### src/rtl/tri_pwm_pkg.sv
package tri_pwm_pkg;

    // Command zones, lowest first
    typedef enum logic [1:0] {
        ZONE_OFF     = 2'd0,
        ZONE_IDLE    = 2'd1,
        ZONE_REFRESH = 2'd2,
        ZONE_DRIVE   = 2'd3
    } zone_e;

    typedef struct packed {
        logic hs;
        logic ls;
    } gate_t;

    // Classify a command code against the zone thresholds
    function automatic zone_e classify(input int cmd, input int off_code,
                                       input int zero_code, input int cut_code);
        if (cmd < off_code)
            return ZONE_OFF;
        else if (cmd < zero_code)
            return ZONE_IDLE;
        else if (cmd < cut_code)
            return ZONE_REFRESH;
        else
            return ZONE_DRIVE;
    endfunction

    // Half-period on-time in carrier units for a command code
    function automatic int duty_thr(input int cmd, input int zero_code,
                                    input int full_code, input int half);
        if (cmd <= zero_code)
            return 0;
        else if (cmd >= full_code)
            return half;
        else
            return ((cmd - zero_code) * half) / (full_code - zero_code);
    endfunction

endpackage

### src/rtl/pwm_carrier.sv
module pwm_carrier #(
    parameter int HALF_CYC = 6250,
    parameter int CNT_W    = $clog2(HALF_CYC + 1)
) (
    input  logic             clk,
    input  logic             rst,
    output logic [CNT_W-1:0] cnt,
    output logic             rising,
    output logic             at_bottom,
    output logic             at_top
);

    localparam logic [CNT_W-1:0] TOP_V  = CNT_W'(HALF_CYC);
    localparam logic [CNT_W-1:0] TURN_V = CNT_W'(HALF_CYC - 1);

    always_ff @(posedge clk) begin
        if (rst) begin
            cnt    <= '0;
            rising <= 1'b1;
        end else if (rising) begin
            if (cnt == TURN_V) begin
                cnt    <= TOP_V;
                rising <= 1'b0;
            end else begin
                cnt <= cnt + CNT_W'(1);
            end
        end else begin
            if (cnt == CNT_W'(1)) begin
                cnt    <= '0;
                rising <= 1'b1;
            end else begin
                cnt <= cnt - CNT_W'(1);
            end
        end
    end

    assign at_bottom = rising && (cnt == '0);
    assign at_top    = !rising && (cnt == TOP_V);

    // carrier moves by exactly one unit per clock and never leaves its range
    p_cnt_step_r2: assert property (@(posedge clk) disable iff (rst)
        !$past(rst) |-> ((cnt == $past(cnt) + CNT_W'(1)) || (cnt == $past(cnt) - CNT_W'(1))));
    p_cnt_range_r2: assert property (@(posedge clk) disable iff (rst)
        cnt <= TOP_V);

endmodule

### src/rtl/pwm_compare.sv
module pwm_compare
    import tri_pwm_pkg::*;
#(
    parameter int CMD_W       = 8,
    parameter int HALF_CYC    = 6250,
    parameter int CNT_W       = $clog2(HALF_CYC + 1),
    parameter int ALLOFF_CODE = 51,
    parameter int ZERO_CODE   = 82,
    parameter int FULL_CODE   = 212,
    parameter int CUT_CODE    = 149
) (
    input  logic             clk,
    input  logic             rst,
    input  logic [CMD_W-1:0] cmd,
    input  logic [CNT_W-1:0] cnt,
    input  logic             rising,
    input  logic             at_bottom,
    input  logic             at_top,
    output logic             hit,
    output logic             pwm_lvl,
    output logic             on_edge,
    output logic             ref_en
);

    logic [CNT_W-1:0] lvl_q;
    zone_e            zone_c;
    int               thr_c;

    always_comb begin
        thr_c  = duty_thr(int'(cmd), ZERO_CODE, FULL_CODE, HALF_CYC);
        zone_c = classify(int'(cmd), ALLOFF_CODE, ZERO_CODE, CUT_CODE);
    end

    // Duty level reloads only at the bottom; refresh enable at the top,
    // so neither the high-side pulse nor the refresh window is split
    always_ff @(posedge clk) begin
        if (rst) begin
            lvl_q  <= CNT_W'(HALF_CYC);
            ref_en <= 1'b0;
        end else begin
            if (at_bottom)
                lvl_q <= CNT_W'(HALF_CYC - thr_c);
            if (at_top)
                ref_en <= (zone_c == ZONE_REFRESH);
        end
    end

    // Rising half uses >=, falling half uses > : exactly 2*thr hits per period
    assign hit = rising ? (cnt >= lvl_q) : (cnt > lvl_q);

    always_ff @(posedge clk) begin
        if (rst)
            pwm_lvl <= 1'b0;
        else
            pwm_lvl <= hit;
    end

    assign on_edge = hit && !pwm_lvl;

    // compare level is frozen except across a bottom edge
    p_lvl_hold_r3: assert property (@(posedge clk) disable iff (rst)
        !at_bottom |=> $stable(lvl_q));

endmodule

### src/rtl/oc_blanker.sv
module oc_blanker #(
    parameter int MASK_CYC = 250,
    parameter int BW       = $clog2(MASK_CYC + 2)
) (
    input  logic clk,
    input  logic rst,
    input  logic ilim,
    input  logic pwm_lvl,
    input  logic on_edge,
    output logic block_hs,
    output logic latched
);

    logic [BW-1:0] bl_cnt;
    logic          trip;

    // Blanking counter restarts at every PWM-on edge
    always_ff @(posedge clk) begin
        if (rst)
            bl_cnt <= '0;
        else if (on_edge)
            bl_cnt <= BW'(MASK_CYC);
        else if (bl_cnt != '0)
            bl_cnt <= bl_cnt - BW'(1);
    end

    assign trip = pwm_lvl && (bl_cnt == '0) && ilim && !on_edge;

    // Cut holds until the next on edge releases it
    always_ff @(posedge clk) begin
        if (rst)
            latched <= 1'b0;
        else if (on_edge)
            latched <= 1'b0;
        else if (trip)
            latched <= 1'b1;
    end

    assign block_hs = !on_edge && (latched || trip);

    // a cut is never latched while the blanking window is still running
    p_blank_r11: assert property (@(posedge clk) disable iff (rst)
        $rose(latched) |-> ($past(bl_cnt) == '0));

endmodule

### src/rtl/refresh_ctl.sv
module refresh_ctl #(
    parameter int CNT_W    = 13,
    parameter int REF_W    = 1250,
    parameter int DEAD_CYC = 125,
    parameter int DW       = $clog2(DEAD_CYC + 2)
) (
    input  logic             clk,
    input  logic             rst,
    input  logic [CNT_W-1:0] cnt,
    input  logic             ref_en,
    input  logic             off_c,
    input  logic             hs_now,
    input  logic             hs_next,
    output logic             ls_next
);

    localparam logic [DW-1:0] DEAD_V = DW'(DEAD_CYC);

    logic [DW-1:0] dt_cnt;

    // Cycles since the high-side gate went low, saturating at DEAD_CYC
    always_ff @(posedge clk) begin
        if (rst)
            dt_cnt <= DEAD_V;
        else if (hs_now)
            dt_cnt <= '0;
        else if (dt_cnt != DEAD_V)
            dt_cnt <= dt_cnt + DW'(1);
    end

    assign ls_next = ref_en && (cnt < CNT_W'(REF_W)) && !off_c &&
                     !hs_now && !hs_next && (dt_cnt == DEAD_V);

endmodule

### src/rtl/tri_pwm_refresh.sv
module tri_pwm_refresh
    import tri_pwm_pkg::*;
#(
    parameter int CMD_W       = 8,
    parameter int HALF_CYC    = 6250,
    parameter int ALLOFF_CODE = 51,
    parameter int ZERO_CODE   = 82,
    parameter int FULL_CODE   = 212,
    parameter int CUT_CODE    = 149,
    parameter int REFRESH_DIV = 5,
    parameter int MASK_CYC    = 250,
    parameter int DEAD_CYC    = 125
) (
    input  logic             clk,
    input  logic             rst,
    input  logic [CMD_W-1:0] speed_cmd,
    input  logic             ilim,
    output logic             hs_pwm,
    output logic             ls_refresh,
    output logic             all_off,
    output logic             pwm_on_stb
);

    localparam int CNT_W = $clog2(HALF_CYC + 1);
    localparam int REF_W = HALF_CYC / REFRESH_DIV;
    localparam int RUN_W = $clog2(DEAD_CYC + 3);

    logic [CNT_W-1:0] cnt;
    logic             rising, at_bottom, at_top;
    logic             hit, pwm_lvl, on_edge, ref_en;
    logic             block_hs, oc_latched;
    logic             off_c, hs_next, ls_next;
    gate_t            gate_q;
    logic             off_q, stb_q;

    pwm_carrier #(.HALF_CYC(HALF_CYC), .CNT_W(CNT_W)) u_carrier (
        .clk(clk), .rst(rst), .cnt(cnt), .rising(rising),
        .at_bottom(at_bottom), .at_top(at_top)
    );

    pwm_compare #(
        .CMD_W(CMD_W), .HALF_CYC(HALF_CYC), .CNT_W(CNT_W),
        .ALLOFF_CODE(ALLOFF_CODE), .ZERO_CODE(ZERO_CODE),
        .FULL_CODE(FULL_CODE), .CUT_CODE(CUT_CODE)
    ) u_compare (
        .clk(clk), .rst(rst), .cmd(speed_cmd), .cnt(cnt), .rising(rising),
        .at_bottom(at_bottom), .at_top(at_top), .hit(hit),
        .pwm_lvl(pwm_lvl), .on_edge(on_edge), .ref_en(ref_en)
    );

    oc_blanker #(.MASK_CYC(MASK_CYC)) u_blanker (
        .clk(clk), .rst(rst), .ilim(ilim), .pwm_lvl(pwm_lvl),
        .on_edge(on_edge), .block_hs(block_hs), .latched(oc_latched)
    );

    // All-off acts on the live command, not on the latched level
    assign off_c   = (classify(int'(speed_cmd), ALLOFF_CODE, ZERO_CODE, CUT_CODE) == ZONE_OFF);
    assign hs_next = hit && !off_c && !block_hs;

    refresh_ctl #(.CNT_W(CNT_W), .REF_W(REF_W), .DEAD_CYC(DEAD_CYC)) u_refresh (
        .clk(clk), .rst(rst), .cnt(cnt), .ref_en(ref_en), .off_c(off_c),
        .hs_now(gate_q.hs), .hs_next(hs_next), .ls_next(ls_next)
    );

    always_ff @(posedge clk) begin
        if (rst) begin
            gate_q <= '0;
            off_q  <= 1'b0;
            stb_q  <= 1'b0;
        end else begin
            gate_q.hs <= hs_next;
            gate_q.ls <= ls_next;
            off_q     <= off_c;
            stb_q     <= on_edge;
        end
    end

    assign hs_pwm     = gate_q.hs;
    assign ls_refresh = gate_q.ls;
    assign all_off    = off_q;
    assign pwm_on_stb = stb_q;

    // Checker state: consecutive cycles with the high-side gate low
    logic [RUN_W-1:0] hs_low_run;
    always_ff @(posedge clk) begin
        if (rst)
            hs_low_run <= RUN_W'(DEAD_CYC + 1);
        else if (hs_pwm)
            hs_low_run <= '0;
        else if (hs_low_run != RUN_W'(DEAD_CYC + 1))
            hs_low_run <= hs_low_run + RUN_W'(1);
    end

    p_alloff_r4: assert property (@(posedge clk) disable iff (rst)
        (speed_cmd < CMD_W'(ALLOFF_CODE)) |=> (all_off && !hs_pwm && !ls_refresh));

    p_no_overlap_r8: assert property (@(posedge clk) disable iff (rst)
        !(hs_pwm && ls_refresh));

    p_dead_r8: assert property (@(posedge clk) disable iff (rst)
        $rose(ls_refresh) |-> (hs_low_run == RUN_W'(DEAD_CYC + 1)));

    p_stb_hs_r9: assert property (@(posedge clk) disable iff (rst)
        (pwm_on_stb && !all_off) |-> hs_pwm);

    p_stb_pulse_r9: assert property (@(posedge clk) disable iff (rst)
        pwm_on_stb |=> !pwm_on_stb);

    p_oc_hold_r10: assert property (@(posedge clk) disable iff (rst)
        oc_latched |-> !hs_pwm);

endmodule

### config.mk
export PLATFORM = sky130hd
export DESIGN_NAME = tri_pwm_refresh
export DESIGN_NICKNAME = d
export VERILOG_FILES = /design/src/rtl/tri_pwm_pkg.sv /design/src/rtl/pwm_carrier.sv /design/src/rtl/pwm_compare.sv /design/src/rtl/oc_blanker.sv /design/src/rtl/refresh_ctl.sv /design/src/rtl/tri_pwm_refresh.sv
export SDC_FILE = /design/constraint.sdc
export NUM_CORES = 1
export LEC_CHECK = 0
export ABC_AREA = 1
export BUFFER_PORTS_ARGS = -buffer_cell sky130_fd_sc_hd__buf_2
export CORE_ASPECT_RATIO = 1.25
export CORE_MARGIN = 4
export CORE_UTILIZATION = 67
export DETAILED_ROUTE_END_ITERATION = 8
export PLACE_DENSITY = 0.95
export SLEW_MARGIN = 10
export SYNTH_ARGS = -nofsm -noshare
export SYNTH_HDL_FRONTEND = slang
export SYNTH_HIERARCHICAL = 1
export SYNTH_SLANG_ARGS = --single-unit
### constraint.sdc
create_clock -name clk -period 16.5 [get_ports clk]
set_input_delay 1.65 -clock clk [delete_from_list [all_inputs] [get_ports clk]]
set_output_delay 1.65 -clock clk [all_outputs]
set_load 0.005 [all_outputs]
==> results of run 1 <==
kinds of logic after synthesis:
group	after synthesis	share of synthesized area, %
and+or+nand+nor	1149	51.63
xor gates and xnor gates	52	4.220
AOI/OAI and AO/OA	147	7.814
DFF	49	9.089
adders and majority gates	109	14.03
buffers and inverters	360	13.22
cell usage after synthesis (4+ instances only):
cell / instances
dfxtp_1: 49
buf_6: 5
o211ai_1: 5
o21ai_1: 26
nand3_1: 188
o21bai_1: 6
nand2_2: 68
o21ai_0: 31
clkinv_1: 14
xnor2_1: 8
nand4_1: 51
nand3_2: 22
a21oi_2: 5
nand2_4: 23
xor2_1: 44
nor2_4: 16
nand3b_1: 7
nor2_2: 30
nor3_1: 12
nor2_1: 178
fa_1: 20
buf_2: 4
inv_1: 289
a31oi_1: 5
inv_2: 38
ha_1: 89
a21oi_1: 57
nand2_1: 537
layer usage:
| layer | GRT overflow | global-route usage [%] |
|---|---|---|
| met4 | 1 | 69.51 |
| met3 | 0 | 61.51 |
| met5 | 0 | 44.60 |
| met2 | 2 | 86.53 |
| met1 | 0 | 68.18 |
per-stage QoR:
step | instance area, µm² | setup WS [ps] | instances | setup TNS [ps] | util (%)
2_1_floorplan | 10790 | 1402 | 1866 | 0 | -
3_5_place_dp | 11200 | -863.8 | 2101 | -6593 | 71.33
4_1_cts | 11550 | 1.755 | 2115 | 0 | 73.59
3_3_place_gp | 11200 | -246.6 | 2101 | -769.2 | 71.33
timing repair:
action	CTS
pin swaps	8
resized for setup	29
gates cloned	1
endpoints found under the hold margin	0
setup endpoints to repair	11
buffers inserted	5
==> flow_summary.json, run 1 <==
{
  "status": "aborted with a tool error",
  "stop_stage": "global routing (5_1_grt)",
  "firstError": "[ERROR GRT-0232] Routing congestion too high. Check the congestion heatmap in the GUI.",
  "gp_congestion": 1.067,
  "grt_max_degree": 33,
  "synth-async-reset-ratio_pct": 0,
  "synthTopCellsByArea": "nand2_1, ha_1, inv_1",
  "synthCells": 1866,
  "grt-ovfl-total": 3,
  "ys_ff_latch": 49,
  "worst-ep-kind": "register input",
  "clock_sinks": 49,
  "synth_edf_count": 0,
  "seq_area_frac_synth_pct": 9.089,
  "cts_buffers": 5,
  "cts_buffer_depth": 2,
  "yosys.area.top_type_share_pct": 18.68,
  "syn_area_mm2": 0.01079,
  "start_util_pct": 68.75,
  "synth_nets": 1986,
  "synth_area_per_cell_um2": 5.784,
  "die_w_um": 121.5,
  "synthFlopType": "dfxtp_1",
  "grt_usage_pct": 71.54,
  "dieHeight_um": 149.9,
  "io_pins": 15,
  "yosysTopAreaCell": "nand2_1",
  "dpl.hpwl_um": 22710,
  "rows": 51,
  "postGrtWorstEndpoint": "u_compare/lvl_q[10]$_SDFFE_PP0P_/D",
  "h-tree-depth": 2,
  "ys.warnings.count": 6,
  "portBuffers": 14,
  "cts_hold_buf": 0,
  "clockRootBuffer": "clkbuf_16",
  "synth_cell_types": 53
}
==> run 2: changes to the inputs <==
CORE_ASPECT_RATIO = unset   (was 1.25)
CORE_UTILIZATION = 40   (was 67)
PLACE_DENSITY = unset   (was 0.95)
PLACE_DENSITY_LB_ADDON = 0.15   (was unset)
==> run 2 against run 1 <==
Compared with the run above: the flow now finishes without violations; area after synthesis stayed put; synthesized cell count unchanged.
==> flow_summary.json, run 2 <==
{
  "seq_area_um2": 980.9,
  "cts_buffers": 5,
  "crit_type": "in2reg",
  "final_cell_mix": "nand2_1, inv_1, nand3_1",
  "finalSetupViolCount": 0,
  "final_cells": 2344,
  "fin_area_mm2": 0.01366,
  "slew_headroom_pct": 44.30,
  "synth_edf_count": 0,
  "pre_cts_slack_ps": -315.3,
  "yosysMostFrequentCell": "nand2_1",
  "portBuffers": 14,
  "drcViolationCount": 0,
  "grt_pass1_wl_um": 48350,
  "antenna_left": 0,
  "dieArea_mm2": 0.02967,
  "cp.required_ps": 16700,
  "n_fill_cell": 2707,
  "synth_nets": 1986,
  "cts_buffer_depth": 2,
  "drive_gt1_share_pct": 29.02,
  "die_w_um": 172.3,
  "drtIter0Drc": 626,
  "cp_slowest_stage_delay_ps": 540,
  "wl_per_cell_um": 13.08,
  "firstDrtPassIters": 5,
  "fin_worst_skew_ps": 4.657,
  "yosys.area_share.xor_xnor_pct": 4.220,
  "min_to": "u_blanker/latched",
  "critPathTopFamily": "simple AND/OR/NAND/NOR gates",
  "holdWs_ps": 464.2,
  "hold_viol_final": 0,
  "startpoint_type": "primary input",
  "area_delta_synth_final_pct": 26.56,
  "fin_crit_sh_pct": 94.86,
  "synth_compound_area_share_pct": 7.814,
  "dp_cells": 2260,
  "reg2reg_depth": 22,
  "antenna_found_initial": 0,
  "start_util_pct": 41.07,
  "top_regs": "u_carrier/cnt (13), u_compare/lvl_q (13), u_blanker/bl_cnt (8)",
  "cts_tree": "yes",
  "hold_depth": 2,
  "ys.warnings.count": 6,
  "maxSlewViolCount": 0,
  "h-tree-depth": 2,
  "grt_max_degree": 33,
  "grt-ovfl-total": 0,
  "wl_met1_um": 15110,
  "ys_ff_latch": 49,
  "r2r_slack_ps": 12880,
  "synthFlopType": "dfxtp_1",
  "setup_slack_ps": 847.8,
  "synth_cell_types": 53,
  "synth-adder-area-share_pct": 14.03,
  "clock_sinks": 49,
  "crit_path_end_kind": "register",
  "drt-total-wl_um": 30660,
  "seq_area_frac_synth_pct": 9.089,
  "final_net_count": 2128,
  "cap_viol_max_count": 0,
  "clockRootBuffer": "clkbuf_16",
  "cp_num_buf_inv": 14,
  "synth_area_per_cell_um2": 5.784,
  "clk_pin_slew_ps": 70,
  "grt_pass1_vias": 10270,
  "core_area_mm2": 0.02628,
  "status": "complete, no violations",
  "yosysTopAreaCell": "nand2_1",
  "n_antenna_cell": 0,
  "fmaxAchievable_ghz": 0.06389,
  "tightest_slew_ps": 832.7,
  "vias": 11730,
  "synth_top_family_by_area": "simple AND/OR/NAND/NOR gates",
  "syn_area_mm2": 0.01079,
  "r2r-end": "ls_refresh",
  "multi_input_area_mm2": 0.009633,
  "rows": 59,
  "period_needed_ps": 15650,
  "gp_congestion": 0.9595,
  "dr_wl_met3_um": 995,
  "io_pins": 15,
  "synthTopCellsByArea": "nand2_1, ha_1, inv_1",
  "min_path_type": "reg2reg",
  "cp_max_fo": 7,
  "synthMuxAreaShare_pct": 0,
  "highest_layer": "met4",
  "reg2reg_from": "u_carrier/cnt[2]",
  "synth-async-reset-ratio_pct": 0,
  "clk_latency_ps": 290,
  "synth_simple_gate_area_share_pct": 51.63,
  "path_common_cell": "nand2_4",
  "arrival_ps": 15850,
  "placed_area_mm2": 0.01162,
  "dieHeight_um": 172.3,
  "yosys.area.top_type_share_pct": 18.68,
  "dpl.hpwl_um": 23710,
  "cp_slowest_cell": "fa_1",
  "vias_per_cell": 5.003,
  "synthCells": 1866,
  "grt_usage_pct": 19.00,
  "ys_top_cells_by_count": "nand2_1, inv_1, nand3_1",
  "wl_met2_um": 14280,
  "mostFrequentLayoutCell": "nand2_1",
  "holdCritStartpoint": "u_blanker/latched"
}
[run 2: cell counts after synthesis]
Identical to the previous run, type by type.
[run 2: worst reg2reg max path: stages (launching register included)]
cell and delay [ps]:
dfxtp_1 630, ha_1 340, a21oi_1 120, o21ai_0 100, a31oi_1 170, o221ai_1 130, a221oi_1 300, o211ai_1 120
o21ai_0 160, nor2_1 130, clkinv_1 200, nand4_2 130, a21oi_1 350, nor2_8 60, nand2_2 90, inv_1 40
inv_1 40, nand2_1 40, nor3_1 150, nand2_1 90, nor2_2 80, inv_1 40, nor2_1 70
[run 2: kinds of logic after synthesis]
| kind of cell | after synthesis |
|---|---|
| xor+xnor | 52 |
| simple gates | 1149 |
| fa+ha+maj | 109 |
| flops | 49 |
| buf+inv | 360 |
| compound gates | 147 |
[run 2: worst max-delay path by stage]
stage,endpoint,start,cells after the start
6_report,u_compare/lvl_q[10],speed_cmd[2],118
5_1_grt,u_compare/lvl_q[8],speed_cmd[2],125
4_1_cts,u_compare/lvl_q[12],speed_cmd[1],123
3_5_place_dp,u_compare/lvl_q[12],speed_cmd[1],124
3_3_place_gp,u_compare/lvl_q[10],speed_cmd[1],117
2_1_floorplan,u_compare/lvl_q[12],speed_cmd[1],124
[run 2: final cells by class]
class,count,share of cell area [%]
flip-flops and latches,49,7.181
clock buffers,7,1.118
clock inverters,1,0.03664
repair buffers,146,8.345
multi-input cells,1459,70.52
well taps,335,3.069
inverters,347,9.728
[run 2: per-layer routing]
metal  up-vias  global-route usage, %
li1       6166                      -
met1      5332                  27.89
met2       206                  31.76
met3        22                 0.9374
met4         0                  2.358
met5         -                      0
[run 2: repair_timing]
| action | CTS | global route |
|---|---|---|
| buffers inserted | 2 | 71 |
| gates cloned | 0 | 3 |
| pin swaps | 1 | 138 |
| setup endpoints to repair | 6 | 13 |
| gates resized for setup | 2 | 300 |
| hold buffers | 0 | 0 |
[run 2: per-stage QoR]
stage / TNS, ps / utilization (%)
after floorplan: 0 / -
after global placement: -1530 / 44.22
after detailed placement: -1901 / 44.22
after CTS: 0 / 44.90
after global routing: -2253 / 51.98
final: 0 / 51.98
Power of run 2 is not shown: default switching activity piles up to over one toggle a cycle in this logic, so the estimate is an artifact.
==> run 3: changes to the inputs <==
CTS_CLUSTER_DIAMETER = 150   (was unset)
SYNTH_HIERARCHICAL = unset   (was 1)
==> run 3 against run 2 <==
Compared with the run above: cell count fell by 1.7%; flip-flop and latch count stayed put; highest routed layer is now met5; global-route usage shrank 1.1 points; via count is 3.7% lower; non-clock buffer count up 62; critical endpoint is now u_compare.lvl_q[12]; first-iteration DRC count is 15% lower.
==> flow_summary.json, run 3 <==
{
  "status": "complete, no violations",
  "crit_start": "speed_cmd[2]",
  "top_regs": "u_carrier.cnt (13), u_compare.lvl_q (13), u_blanker.bl_cnt (8)",
  "final_net_count": 2049,
  "startpoint_type": "primary input",
  "min_to": "u_blanker.bl_cnt[0]",
  "crit_type": "in2reg",
  "reg2reg_from": "u_carrier.cnt[0]",
  "grt_pass1_vias": 10270,
  "min_path_type": "reg2reg",
  "antenna_found_initial": 1,
  "drtIter0Drc": 534,
  "path_common_cell": "nand2_4",
  "synth_cell_types": 63,
  "ys_top_cells_by_count": "nand2_1, inv_1, nand2_2",
  "cts_buffer_depth": 2,
  "grt_setup_unrepaired": "yes",
  "yosys.area.top_type_share_pct": 11.46,
  "cts_buffers": 5,
  "hold_depth": 2,
  "vias_per_cell": 4.897,
  "tightest_slew_ps": 767.5,
  "clockRootBuffer": "clkbuf_16",
  "final_cells": 2305,
  "synth_nets": 1846,
  "seq_area_frac_synth_pct": 8.729,
  "slew_headroom_pct": 48.29,
  "rows": 61,
  "grt-ovfl-total": 0,
  "h-tree-depth": 2,
  "cp_slowest_cell": "fa_2",
  "synth_edf_count": 0,
  "grt_max_degree": 30,
  "reg2reg_depth": 17,
  "clk_pin_slew_ps": 70,
  "hold_viol_final": 0,
  "start_util_pct": 40.45,
  "dieHeight_um": 175.6,
  "drcViolationCount": 0,
  "synth-async-reset-ratio_pct": 0,
  "yosysMostFrequentCell": "nand2_1",
  "io_pins": 15,
  "synth_area_per_cell_um2": 6.523,
  "n_fill_cell": 2758,
  "cp.required_ps": 16680,
  "synthFlopType": "dfxtp_1",
  "fmaxAchievable_ghz": 0.06128,
  "firstDrtPassIters": 5,
  "drt-total-wl_um": 30500,
  "maxSlewViolCount": 0,
  "vias": 11290,
  "synthTopCellsByArea": "nand2_1, ha_1, dfxtp_1",
  "fin_crit_sh_pct": 98.90,
  "die_w_um": 175.6,
  "drive_gt1_share_pct": 39.96,
  "cp_slowest_stage_delay_ps": 610,
  "finalSetupViolCount": 0,
  "cts_tree": "yes",
  "synthCells": 1723,
  "crit_path_end_kind": "register",
  "period_needed_ps": 16320,
  "dpl.hpwl_um": 24280,
  "core_area_mm2": 0.02778,
  "cap_viol_max_count": 0,
  "grt_pass1_wl_um": 47770,
  "final_cell_mix": "nand2_1, inv_1, buf_4",
  "mostFrequentLayoutCell": "nand2_1",
  "gp_congestion": 0.8816,
  "portBuffers": 14,
  "fin_setup_tns_ps": 0,
  "fin_worst_skew_ps": 4.657,
  "fin_util_pct": 52.87,
  "dp_cells": 2203,
  "antenna_left": 0,
  "ys_ff_latch": 49,
  "n_antenna_cell": 0,
  "syn_area_mm2": 0.01124,
  "holdCritStartpoint": "u_blanker.bl_cnt[0]",
  "wl_per_cell_um": 13.23,
  "ys.warnings.count": 0,
  "r2r-end": "u_compare.lvl_q[2]",
  "r2r_slack_ps": 13680,
  "yosysTopAreaCell": "nand2_1",
  "cp_max_fo": 8,
  "clock_sinks": 49,
  "holdWs_ps": 462.6,
  "arrival_ps": 16500,
  "area_delta_synth_final_pct": 30.69,
  "grt_usage_pct": 17.93,
  "dieArea_mm2": 0.03084,
  "clk_latency_ps": 280
}
[run 3: layer usage]
layer / GRT usage [%] / part of all wire, % / vias up
met5: 0 / 0.043 / -
met4: 1.917 / 0.83 / 2
met3: 1.528 / 2.4 / 24
met2: 32.79 / 51 / 117
met1: 23.75 / 46 / 5228
li1: - / - / 5917
[run 3: layout make-up]
type | instances | area (µm²) | share of cell area (%)
Multi-Input combinational cell | 1348 | 10200 | 69.44
Timing Repair Buffer | 208 | 1605 | 10.93
Inverter | 313 | 1275 | 8.680
Sequential cell | 49 | 980.9 | 6.679
Tap cell | 378 | 473.0 | 3.220
Clock buffer | 5 | 125.1 | 0.8519
Clock inverter | 3 | 22.52 | 0.1533
Timing Repair inverter | 1 | 6.256 | 0.04259
[run 3: what timing repair did]
action | CTS | global route
hold buffers | 0 | 0
pin swaps | 21 | 147
resized for setup | 46 | 270
setup endpoints to repair | 7 | 13
cloned | 0 | 2
setup buffers | 11 | 81
[run 3: through the flow]
step | area, µm² | setup WS [ps]
detailed placement | 12430 | -548.1
finish | 14690 | 180.7
global route | 14690 | -891.7
global placement | 12430 | -195.6
CTS | 12890 | 2.625
floorplan | 11240 | 519.5
[run 3: worst max path at each step]
stage,end,slack [ps],cells past startpoint
2_1_floorplan,u_compare.lvl_q[12],520,130
3_3_place_gp,u_compare.lvl_q[12],-200,131
3_5_place_dp,u_compare.lvl_q[12],-550,122
4_1_cts,u_compare.lvl_q[12],3,132
5_1_grt,u_compare.lvl_q[11],-890,129
6_report,u_compare.lvl_q[12],180,127
[run 3: cell families after synthesis]
logic type               after synthesis  share of synthesized area [%]
AND/OR/NAND/NOR                      981                          48.80
buffers and inverters                327                          12.24
XOR/XNOR                              73                          5.956
flip-flops                            49                          8.729
AO/OA/AOI/OAI                        181                          10.48
adder cells (fa/ha/maj)              112                          13.81
[run 3: critical path, delay by kind of cell]
| kind | cells | cell delay (ps) |
|---|---|---|
| AO/OA/AOI/OAI | 11 | 1540 |
| XOR/XNOR | 1 | 180 |
| adder cells (fa/ha/maj) | 9 | 2680 |
| buffers and inverters | 17 | 1610 |
| AND/OR/NAND/NOR | 89 | 8710 |
Power of run 3 is left out for the same reason.
==> run 4: changes to the inputs <==
ABC_AREA = unset   (was 1)
==> run 4 against run 3 <==
Compared with the run above: the flow now finishes with violations (negative setup slack); sequential share of layout area down 0.89 points; register-to-register slack got worse by 330 ps; cell count shrank 3.9%; global-route usage is 6.5 points higher.
==> flow_summary.json, run 4 <==
{
  "status": "finished with violations",
  "violations": "negative setup slack",
  "cts_buffer_depth": 2,
  "rows": 57,
  "yosys.area.top_type_share_pct": 11.36,
  "synth-adder-area-share_pct": 15.41,
  "yosysTopAreaCell": "ha_1",
  "cp.required_ps": 16700,
  "finalSetupViolCount": 10,
  "clock_sinks": 49,
  "fin_crit_sh_pct": 104.8,
  "dpl.hpwl_um": 27780,
  "grt-ovfl-total": 0,
  "grt_setup_unrepaired": "yes",
  "cp_slowest_stage_delay_ps": 570,
  "startpoint_type": "primary input",
  "cp_slowest_cell": "or4_4",
  "antenna_found_initial": 0,
  "core_area_mm2": 0.02460,
  "yosysMostFrequentCell": "nor2_1",
  "io_pins": 15,
  "drcViolationCount": 0,
  "synth_nets": 1496,
  "critPathTopFamily": "compound AO/OA/AOI/OAI gates",
  "final_net_count": 2013,
  "grt_usage_pct": 24.45,
  "fin_worst_skew_ps": 6.760,
  "synthMuxAreaShare_pct": 1.716,
  "hold_viol_final": 0,
  "arrival_ps": 17490,
  "drive_gt1_share_pct": 47.07,
  "syn_area_mm2": 0.01013,
  "die_w_um": 167.2,
  "ys.warnings.count": 0,
  "synth_area_per_cell_um2": 7.380,
  "synth_compound_area_share_pct": 32.40,
  "cap_viol_max_count": 0,
  "grt_pass1_wl_um": 59510,
  "cts_buffers": 5,
  "slew_headroom_pct": 21.76,
  "clk_pin_slew_ps": 70,
  "drt-total-wl_um": 38460,
  "grt_max_degree": 36,
  "top_regs": "u_carrier.cnt (13), u_compare.lvl_q (13), u_blanker.bl_cnt (8)",
  "grt_pass1_vias": 12100,
  "n_antenna_cell": 0,
  "synthCells": 1373,
  "synth_cell_types": 104,
  "antenna_left": 0,
  "holdCritStartpoint": "u_compare.lvl_q[0]",
  "vias_per_cell": 5.748,
  "firstDrtPassIters": 6,
  "cp_max_fo": 5,
  "period_needed_ps": 17290,
  "clk_latency_ps": 290,
  "min_to": "u_compare.lvl_q[0]",
  "ys_top_cells_by_count": "nor2_1, nand2_1, a21oi_1, ha_1, inv_1",
  "crit_path_end_kind": "register",
  "cp_num_buf_inv": 16,
  "gp_congestion": 0.9381,
  "h-tree-depth": 2,
  "r2r_slack_ps": 13350,
  "tightest_slew_ps": 1165,
  "maxSlewViolCount": 0,
  "n_fill_cell": 1921,
  "synth_top_family_by_area": "compound AO/OA/AOI/OAI gates",
  "r2r-end": "u_blanker.bl_cnt[2]",
  "reg2reg_from": "u_carrier.cnt[0]",
  "drtIter0Drc": 884,
  "fmaxAchievable_ghz": 0.05784,
  "synth_simple_gate_area_share_pct": 27.67,
  "setup_slack_ps": -788.9,
  "hold_depth": 2,
  "synth-async-reset-ratio_pct": 0,
  "min_path_type": "reg2reg",
  "dieHeight_um": 167.2,
  "vias": 12730,
  "cts_tree": "yes",
  "synthFlopType": "dfxtp_1",
  "synth_edf_count": 0,
  "dieArea_mm2": 0.02794,
  "reg2reg_depth": 17,
  "start_util_pct": 41.18,
  "mostFrequentLayoutCell": "buf_4",
  "yosys.area_share.xor_xnor_pct": 8.718,
  "area_delta_synth_final_pct": 67.20,
  "seq_area_frac_synth_pct": 9.681,
  "clockRootBuffer": "clkbuf_16",
  "final_cell_mix": "buf_4, nor2_1, nand2_1",
  "holdWs_ps": 467.1,
  "wl_per_cell_um": 17.36,
  "ys_ff_latch": 49,
  "crit_type": "in2reg",
  "synthTopCellsByArea": "ha_1, dfxtp_1, xnor2_1",
  "path_common_cell": "buf_4",
  "portBuffers": 14
}
[run 4: worst reg2reg max path: stages (launching register included)]
cell and delay [ps]:
dfxtp_1 510, inv_1 140, ha_1 320, nand2b_1 150, a21oi_1 130, nor2b_1 50, o21ai_0 150, nand2b_1 70
a21oi_1 140, o21ai_0 110, a21o_1 200, a21o_1 170, a21oi_1 140, nor2b_1 60, o32ai_1 230, or2_2 280
nand2_1 110, nor2_1 120
[run 4: area by class of cell]
class                   instances  area (µm²)  share of cell area [%]
multi-input cells            1208       10860                   64.13
repair buffers                544        4228                   24.96
flip-flops and latches         49       980.9                   5.790
well taps                     324       405.4                   2.393
inverters                      82       320.3                   1.891
clock buffers                   5       125.1                  0.7386
clock inverters                 3       17.52                  0.1034
[run 4: kinds of logic after synthesis]
kind of cell	Yosys count
simple gates	535
compound gates	443
buf+inv	116
fa+ha+maj	113
xor+xnor	100
flops	49
mux	17
[run 4: per-stage QoR]
step	setup WS, ps	cells	TNS (ps)	utilization (%)	area, µm²
after detailed placement	-1301	2100	-11430	58.13	14300
after floorplan	-831.4	1373	-5101	-	10800
after CTS	-365.0	2178	-1662	64.38	15840
final	-788.9	2215	-5468	68.85	16940
after global placement	-1258	2100	-11140	58.13	14300
after global routing	-1315	2215	-11630	68.85	16940
[run 4: what timing repair did]
action,4_1_cts,5_1_grt
gates resized for setup,174,161
cloned,0,0
hold buffers,0,0
pin swaps,107,102
endpoints found under the setup margin,12,13
endpoints found under the hold margin,0,0
buffers inserted,75,38
[run 4: how the worst max path moves through the flow]
| stage | startpoint | end | slack, ps | depth (start not counted) |
|---|---|---|---|---|
| 2_1_floorplan | speed_cmd[1] | u_compare.lvl_q[8] | -830 | 66 |
| 3_3_place_gp | speed_cmd[3] | u_compare.lvl_q[8] | -1260 | 69 |
| 3_5_place_dp | speed_cmd[2] | u_compare.lvl_q[8] | -1300 | 71 |
| 4_1_cts | speed_cmd[3] | u_compare.lvl_q[10] | -360 | 70 |
| 5_1_grt | speed_cmd[2] | u_compare.lvl_q[8] | -1310 | 75 |
| 6_report | speed_cmd[2] | u_compare.lvl_q[8] | -790 | 76 |
[run 4: metal layers]
metal,part of all wire [%],track usage [%],up-vias
met1,46,34.34,6048
met2,48,41.33,385
li1,-,-,6211
met3,4.0,1.957,87
met4,2.4,5.116,0
met5,0,0,-
Power of run 4 is left out for the same reason.
